[src/rtl/p2f_pkg.sv]
package p2f_pkg;
    localparam int DIM_BITS  = 16;
    localparam int BODY_NIBS = 9;

    localparam logic [3:0] TYPE_VIDEO = 4'd0;
    localparam logic [3:0] TYPE_CTRL  = 4'd15;
    localparam logic [3:0] NIB_TOP    = 4'b1000;
    localparam logic [3:0] NIB_BOT    = 4'b1100;

    typedef enum logic [2:0] {
        S_IDLE, S_VID, S_TAIL, S_CTL_IN, S_CTL_OUT, S_FWD, S_DROP
    } st_e;

    typedef struct packed {
        st_e                             st;
        logic                            fld;
        logic                            nxt_f;
        logic                            byp;
        logic [DIM_BITS-1:0]             cur_w;
        logic [DIM_BITS-1:0]             cur_h;
        logic                            cur_il;
        logic [BODY_NIBS-1:0][3:0]       nib;
        logic [3:0]                      cidx;
        logic [3:0]                      ocnt;
        logic [DIM_BITS-1:0]             em_w;
        logic [DIM_BITS-1:0]             em_h;
        logic [3:0]                      em_nib;
        logic [DIM_BITS-1:0]             last_line;
    } core_t;

    function automatic logic [DIM_BITS-1:0] field_lines(input logic [DIM_BITS-1:0] h,
                                                        input logic f);
        logic [DIM_BITS:0] t;
        t = {1'b0, h} + {{DIM_BITS{1'b0}}, ~f};
        return t[DIM_BITS:1];
    endfunction
endpackage

[src/rtl/p2f_regs.sv]
module p2f_regs (
    input  logic       clk,
    input  logic       rst,
    input  logic [1:0] addr,
    input  logic       wr,
    input  logic [7:0] wdata,
    input  logic       busy,
    output logic       go,
    output logic       bypass,
    output logic [7:0] rdata
);
    typedef struct packed {
        logic go;
        logic byp;
    } regs_t;

    regs_t r_q, r_d;
    logic  unused_hi;
    assign unused_hi = ^wdata[7:1];

    always_comb begin
        r_d = r_q;
        if (wr && addr == 2'd0) r_d.go  = wdata[0];
        if (wr && addr == 2'd2) r_d.byp = wdata[0];
        case (addr)
            2'd0:    rdata = {7'b0, r_q.go};
            2'd1:    rdata = {7'b0, busy};
            2'd2:    rdata = {7'b0, r_q.byp};
            default: rdata = 8'h00;
        endcase
    end

    always_ff @(posedge clk or posedge rst) begin
        if (rst) r_q <= '{go: 1'b1, byp: 1'b0};
        else     r_q <= r_d;
    end

    assign go     = r_q.go;
    assign bypass = r_q.byp;

    AST_GO_WRITE: assert property (@(posedge clk) disable iff (rst)
        (wr && addr == 2'd0) |=> (go == $past(wdata[0])));
    AST_BYP_KEEP: assert property (@(posedge clk) disable iff (rst)
        !(wr && addr == 2'd2) |=> $stable(bypass));
endmodule

[src/rtl/p2f_line_track.sv]
module p2f_line_track #(
    parameter int CW = 16
) (
    input  logic          clk,
    input  logic          rst,
    input  logic          clear,
    input  logic          step,
    input  logic [CW-1:0] width,
    output logic [CW-1:0] pix,
    output logic [CW-1:0] line
);
    typedef struct packed {
        logic [CW-1:0] pix;
        logic [CW-1:0] line;
    } cnt_t;

    cnt_t c_q, c_d;

    always_comb begin
        c_d = c_q;
        if (clear) begin
            c_d = '0;
        end else if (step) begin
            if (c_q.pix == width - CW'(1)) begin
                c_d.pix  = '0;
                c_d.line = c_q.line + CW'(1);
            end else begin
                c_d.pix = c_q.pix + CW'(1);
            end
        end
    end

    always_ff @(posedge clk or posedge rst) begin
        if (rst) c_q <= '0;
        else     c_q <= c_d;
    end

    assign pix  = c_q.pix;
    assign line = c_q.line;

    AST_FRAME_ORIGIN: assert property (@(posedge clk) disable iff (rst)
        $fell(clear) |-> (pix == '0 && line == '0));
    AST_PIX_RANGE: assert property (@(posedge clk) disable iff (rst)
        (!clear && width != '0) |-> (pix < width));
endmodule

[src/rtl/p2f_ctl_gen.sv]
module p2f_ctl_gen
    import p2f_pkg::*;
(
    input  logic [3:0]          idx,
    input  logic [DIM_BITS-1:0] w,
    input  logic [DIM_BITS-1:0] h,
    input  logic [3:0]          nib,
    output logic [3:0]          nib_o,
    output logic                last
);
    always_comb begin
        case (idx)
            4'd0:    nib_o = TYPE_CTRL;
            4'd1:    nib_o = w[15:12];
            4'd2:    nib_o = w[11:8];
            4'd3:    nib_o = w[7:4];
            4'd4:    nib_o = w[3:0];
            4'd5:    nib_o = h[15:12];
            4'd6:    nib_o = h[11:8];
            4'd7:    nib_o = h[7:4];
            4'd8:    nib_o = h[3:0];
            default: nib_o = nib;
        endcase
        last = (idx == 4'(BODY_NIBS));
    end
endmodule

[src/rtl/prog_to_field.sv]
module prog_to_field
    import p2f_pkg::*;
#(
    parameter int DW         = 8,
    parameter int MAX_W      = 640,
    parameter int MAX_H      = 480,
    parameter bit INIT_FIELD = 1'b0,
    parameter bit OVERRIDE   = 1'b0,
    parameter bit PASS_IL    = 1'b1
) (
    input  logic          clk,
    input  logic          rst,
    input  logic [DW-1:0] in_data,
    input  logic          in_valid,
    output logic          in_ready,
    input  logic          in_sop,
    input  logic          in_eop,
    output logic [DW-1:0] out_data,
    output logic          out_valid,
    input  logic          out_ready,
    output logic          out_sop,
    output logic          out_eop,
    input  logic [1:0]    reg_addr,
    input  logic          reg_wr,
    input  logic [7:0]    reg_wdata,
    output logic [7:0]    reg_rdata
);
    localparam logic [DIM_BITS-1:0] RST_W = DIM_BITS'(MAX_W);
    localparam logic [DIM_BITS-1:0] RST_H = DIM_BITS'(MAX_H);
    localparam logic [3:0]          LAST_BODY = 4'(BODY_NIBS);

    core_t q, d;
    logic go, bypass, busy;
    logic step, clear;
    logic [DIM_BITS-1:0] pix, line;
    logic [3:0] gen_nib;
    logic gen_last;
    logic hs, keep, last_kept;
    logic [3:0] in_nib;
    logic [DIM_BITS-1:0] w_new, h_new, lline;
    logic [3:0] il_new;
    logic prog_new, chg;

    assign busy  = (q.st != S_IDLE);
    assign clear = (q.st != S_VID);

    p2f_regs u_regs (
        .clk(clk), .rst(rst), .addr(reg_addr), .wr(reg_wr), .wdata(reg_wdata),
        .busy(busy), .go(go), .bypass(bypass), .rdata(reg_rdata)
    );

    p2f_line_track #(.CW(DIM_BITS)) u_track (
        .clk(clk), .rst(rst), .clear(clear), .step(step), .width(q.cur_w),
        .pix(pix), .line(line)
    );

    p2f_ctl_gen u_gen (
        .idx(q.ocnt), .w(q.em_w), .h(q.em_h), .nib(q.em_nib),
        .nib_o(gen_nib), .last(gen_last)
    );

    assign in_nib = in_data[3:0];

    always_comb begin
        d         = q;
        in_ready  = 1'b0;
        out_valid = 1'b0;
        out_data  = in_data;
        out_sop   = in_sop;
        out_eop   = in_eop;
        step      = 1'b0;
        hs        = 1'b0;
        keep      = (line[0] == q.fld);
        last_kept = keep && (line == q.last_line) && (pix == q.cur_w - DIM_BITS'(1));
        w_new     = '0;
        h_new     = '0;
        il_new    = '0;
        prog_new  = 1'b0;
        chg       = 1'b0;
        lline     = q.cur_h - DIM_BITS'(1);
        if (lline[0] != q.nxt_f) lline = lline - DIM_BITS'(1);

        case (q.st)
            S_IDLE: begin
                if (go) begin
                    if (!in_sop) begin
                        in_ready = 1'b1;
                    end else if (in_nib == TYPE_CTRL) begin
                        in_ready = 1'b1;
                        hs = in_valid;
                        if (hs) begin
                            d.byp  = bypass;
                            d.cidx = '0;
                            if (!in_eop) d.st = S_CTL_IN;
                        end
                    end else if (in_nib == TYPE_VIDEO && q.cur_il && !PASS_IL) begin
                        in_ready = 1'b1;
                        hs = in_valid;
                        if (hs && !in_eop) d.st = S_DROP;
                    end else if (in_nib == TYPE_VIDEO && !q.cur_il && !bypass) begin
                        in_ready  = out_ready;
                        out_valid = in_valid;
                        hs = in_valid && out_ready;
                        if (hs) begin
                            d.fld       = q.nxt_f;
                            d.nxt_f     = ~q.nxt_f;
                            d.last_line = lline;
                            if (!in_eop) d.st = S_VID;
                        end
                    end else begin
                        in_ready  = out_ready;
                        out_valid = in_valid;
                        hs = in_valid && out_ready;
                        if (hs && !in_eop) d.st = S_FWD;
                    end
                end
            end
            S_FWD: begin
                in_ready  = out_ready;
                out_valid = in_valid;
                if (in_valid && out_ready && in_eop) d.st = S_IDLE;
            end
            S_DROP, S_TAIL: begin
                in_ready = 1'b1;
                if (in_valid && in_eop) d.st = S_IDLE;
            end
            S_VID: begin
                in_ready  = keep ? out_ready : 1'b1;
                out_valid = in_valid && keep;
                out_sop   = 1'b0;
                out_eop   = in_eop || last_kept;
                hs        = in_valid && in_ready;
                step      = hs;
                if (hs) begin
                    if (in_eop)         d.st = S_IDLE;
                    else if (last_kept) d.st = S_TAIL;
                end
            end
            S_CTL_IN: begin
                in_ready = 1'b1;
                hs = in_valid;
                if (hs) begin
                    if (q.cidx < LAST_BODY) begin
                        d.nib[q.cidx] = in_nib;
                        d.cidx = q.cidx + 4'd1;
                    end
                    if (in_eop) begin
                        w_new    = {d.nib[0], d.nib[1], d.nib[2], d.nib[3]};
                        h_new    = {d.nib[4], d.nib[5], d.nib[6], d.nib[7]};
                        il_new   = d.nib[8];
                        prog_new = !il_new[3];
                        chg      = (w_new != q.cur_w) || (h_new != q.cur_h);
                        d.cur_w  = w_new;
                        d.cur_h  = h_new;
                        d.cur_il = !prog_new;
                        if (chg) d.nxt_f = INIT_FIELD;
                        if (OVERRIDE && il_new == 4'b0000) d.nxt_f = 1'b0;
                        if (OVERRIDE && il_new == 4'b0001) d.nxt_f = 1'b1;
                        d.em_w = w_new;
                        d.ocnt = '0;
                        if (!prog_new) begin
                            d.em_h   = h_new;
                            d.em_nib = il_new;
                            d.st     = PASS_IL ? S_CTL_OUT : S_IDLE;
                        end else if (q.byp) begin
                            d.em_h   = h_new;
                            d.em_nib = il_new;
                            d.st     = S_CTL_OUT;
                        end else begin
                            d.em_h   = field_lines(h_new, d.nxt_f);
                            d.em_nib = d.nxt_f ? NIB_BOT : NIB_TOP;
                            d.st     = S_CTL_OUT;
                        end
                    end
                end
            end
            S_CTL_OUT: begin
                out_valid     = 1'b1;
                out_data      = '0;
                out_data[3:0] = gen_nib;
                out_sop       = (q.ocnt == 4'd0);
                out_eop       = gen_last;
                if (out_ready) begin
                    d.ocnt = q.ocnt + 4'd1;
                    if (gen_last) d.st = S_IDLE;
                end
            end
            default: d.st = S_IDLE;
        endcase
    end

    always_ff @(posedge clk or posedge rst) begin
        if (rst) begin
            q        <= '0;
            q.st     <= S_IDLE;
            q.nxt_f  <= INIT_FIELD;
            q.cur_w  <= RST_W;
            q.cur_h  <= RST_H;
        end else begin
            q <= d;
        end
    end

    AST_CTL_HOLD: assert property (@(posedge clk) disable iff (rst)
        (q.st == S_CTL_OUT && !out_ready) |=> (out_valid && $stable(out_data)));
    AST_CTL_NO_INPUT: assert property (@(posedge clk) disable iff (rst)
        (q.st == S_CTL_OUT) |-> !in_ready);
    AST_SILENT_DROP: assert property (@(posedge clk) disable iff (rst)
        (q.st == S_DROP || q.st == S_TAIL) |-> (!out_valid && in_ready));
    AST_GO_STALL: assert property (@(posedge clk) disable iff (rst)
        (q.st == S_IDLE && !go) |-> (!in_ready && !out_valid));
    AST_EOP_ENDS_FIELD: assert property (@(posedge clk) disable iff (rst)
        (q.st == S_VID && out_valid && out_ready && out_eop) |=> (q.st != S_VID));
    AST_FIELD_FLIP: assert property (@(posedge clk) disable iff (rst)
        ($past(q.st) == S_IDLE && q.st == S_VID) |-> (q.nxt_f != q.fld));
endmodule

[config.mk]
export PLATFORM = sky130hd
export DESIGN_NAME = prog_to_field
export DESIGN_NICKNAME = d
export VERILOG_FILES = /design/src/rtl/p2f_pkg.sv /design/src/rtl/p2f_regs.sv /design/src/rtl/p2f_line_track.sv /design/src/rtl/p2f_ctl_gen.sv /design/src/rtl/prog_to_field.sv
export SDC_FILE = /design/constraint.sdc
export NUM_CORES = 1
export LEC_CHECK = 0
export BUFFER_PORTS_ARGS = -buffer_cell sky130_fd_sc_hd__buf_2
export CAP_MARGIN = 40
export CORE_MARGIN = 2
export CORE_UTILIZATION = 42
export CTS_CLUSTER_DIAMETER = 150
export DETAILED_ROUTE_END_ITERATION = 7
export PLACE_DENSITY_LB_ADDON = 0.08
export SLEW_MARGIN = 20
export SYNTH_ARGS = -nofsm -noshare
export SYNTH_HDL_FRONTEND = slang
export SYNTH_HIERARCHICAL = 1
export SYNTH_SLANG_ARGS = --single-unit
[constraint.sdc]
create_clock -name clk -period 5.65 [get_ports clk]
set_input_delay 1.13 -clock clk [delete_from_list [all_inputs] [get_ports clk]]
set_output_delay 1.13 -clock clk [all_outputs]
set_load 0.02 [all_outputs]
==> run metrics <==
Final ANT Viol Nets=0; Clock Sinks=155; RSZ-0062 raised after global routing=false; Synth Area in Compound Gates=15.52%; Worst-Skew Late Latency=0.44 ns; simple-gate area share of the yosys netlist=22.18%; setup TNS=0 ns; Synth area leader=dfrtp_1; Initial DRT Pass Iterations=4; Remaining DRCs=0; grt ovf=0; Port Buffers=30; sequential fraction of design power=35.3%; Syn-to-layout area delta=9.605%; # setup viols final=0; Least-Margin Pin Slew=0.8114 ns; Avg Inst Size Synth=8.777 sq um; peak supply drop=0.0002105 V; Die W=164.5 microns; FMAX=0.2090 GHz; largest net degree at the start of global routing=45; CTS tree=built; CTS buffer count=17; via count=8,696; Synth Area in Adders=1.851%; CTS Buffer Depth=2; Max H-tree Level=4; Post-Route WL=30,090 microns; switching power=1.710 mW; Yosys top cell area share=34.25%; Main synth FF type=dfrtp_1; fin. max-slew vios=0; clock root cell=clkbuf_16; maxcap violations=0; post-synthesis mux area share=8.274%; post-route setup slack=0.8664 ns; I/O pin cnt=45; final cell count without fillers=1,575; CP max stage delay=0.57 ns; Worst setup SP type=register; setup bufs post-CTS=0; largest family of logic cells by synthesized area=simple AND/OR/NAND/NOR gates; die height=164.5 microns; Routed wire per std cell=19.10 microns; Final Hold Fails=0; Period minus WS final=4.784 ns; Routability Congestion=0.8315; Resized Gates After CTS=0; Via density=5.521; core area=0.02525 sq mm; worst hold margin=0.4764 ns; most frequent cells after synthesis=dfrtp_1 (148), nand2_1 (134), o21ai_0 (115); initial antenna violation count=0; 1st-iter DRT viols=653; sequential fraction of the synthesis area=35.95%; Mapped Area=0.01081 sq mm; vias in the first global route=8,118; flops & latches, synth=155; Place WS=1.142 ns; critical path endpoint category=primary output; CTS clk-pin slew, worst paths=0.07 ns; Hold Path Class=reg2reg; Combinational Power Share=36.1%; Pint=2.648 mW; Rel. slew slack=45.91%; placed cell count=1,539; cells after synthesis=1,232; WP data required=4.52 ns; WP data arrival=3.65 ns; most frequent cell after synthesis=dfrtp_1; layout cells sized above 1=14.46%; HPWL Detailed=21,520 microns; starting density of the core=42.82%; die area=0.02704 sq mm; nets=1,273; Slowest-stage cell, CP=dfrtp_1; maximum fanout along the worst path=11; Worst Clk Skew=0.02013 ns; row count=58; P_leak=4.981 nW; overall power=4.358 mW; EDFF count, synth=0; critical path's top delay family=simple AND/OR/NAND/NOR gates; sw frac=39.24%; Buf/Inv on CP=1; Netlist cell types=91; Synth Area in XOR/XNOR=11.10%; power per cell area=367.7 mW/mm^2; Area contributors post-synth=dfrtp_1 (34%), xnor2_1 (6.7%), o21ai_0 (5.3%); global-route wire length before repair=47,050 microns; Total Routing Usage GR=22.67%; antenna cells=0; total of warnings raised by yosys=6; Post-synth ARST share=100.0%; Clock Power Share=28.6%; outcome=completed; period utilization=84.67%; CP Cell Sequence=nor2_1 -> nand2_1 -> xnor2_1 -> nand3_1 -> nor4_1 -> nand4_1 -> or4_4 -> o21ai_0 -> buf_2; kind of critical path=reg2out; hold-fix buffers at CTS=0
==> power by group through the flow <==
stage	registers, mW	logic [mW]	clock network [mW]
6_report	1.54	1.58	1.25
3_3_place_gp	1.59	1.49	0
3_5_place_dp	1.59	1.51	0
5_1_grt	1.56	1.74	1.31
2_1_floorplan	1.41	1.30	0
4_1_cts	1.57	1.52	1.27
==> area by class of cell <==
cell class	count	area, sq um
Clock inverter	14	185.2
Multi-Input combinational cell	962	6405
Tap cell	330	412.9
Sequential cell	155	3887
Timing Repair Buffer	58	376.6
Inverter	38	145.1
Clock buffer	18	439.2
Fill cell	2481	13400
==> kinds of logic after synthesis <==
logic type,after synthesis
AOI/OAI and AO/OA,263
other,1
muxes,83
xor gates and xnor gates,137
buffers and inverters,121
DFF,155
adders and majority gates,16
and+or+nand+nor,456
==> registers in the layout, indices dropped and copies added (netlist names) <==
| register | cells |
|---|---|
| u_track/line | 16 |
| u_regs/go | 1 |
| u_regs/bypass | 1 |
| u_track/pix | 16 |
| q | 121 |
==> cell usage in the layout, fill, tap and decap left out, types with 24 or more instances in the layout <==
| master | count |
|---|---|
| dfrtp_1 | 148 |
| buf_2 | 30 |
| nand2_1 | 133 |
| nor2_1 | 96 |
| a21oi_1 | 38 |
| mux2_2 | 38 |
| nand3_1 | 43 |
| buf_4 | 24 |
| o21ai_0 | 115 |
| mux2i_1 | 36 |
| inv_1 | 36 |
| xnor2_1 | 83 |
| xor2_1 | 54 |
==> metal layers <==
layer | vias up | wire [microns] | global-route usage, %
li1 | 4358 | - | -
met1 | 4188 | 14850 | 32.32
met2 | 126 | 14160 | 36.65
met3 | 24 | 654 | 2.762
met4 | 0 | 423 | 5.692
met5 | - | 0 | 0
==> worst paths after layout <==
kind | start | to | slack [ns] | cells after the start
worst max-delay path | q[113] | out_eop | 0.87 | 9
worst min-delay path | q[35] | q[35] | 0.48 | 2
worst max register to register | q[57] | q[33] | 1.22 | 18
worst min register to register | q[35] | q[35] | 0.48 | 2
max in group asynchronous | rst | q[61] | 3.91 | 3
min in group asynchronous | rst | u_regs/bypass | 0.57 | 2
==> through the flow <==
step | cell area [sq um] | utilization (%)
3_5_place_dp | 11180 | 44.29
4_1_cts | 11810 | 46.76
3_3_place_gp | 11170 | 44.21
5_1_grt | 11850 | 46.93
6_report | 11850 | 46.93
2_1_floorplan | 10840 | -
==> tightest hold or removal path, stage by stage, from the launching register on <==
cell and delay, ns:
dfrtp_1 0.34, nand2_1 0.05, o31ai_1 0.05
(Power assumes the default switching activity.)
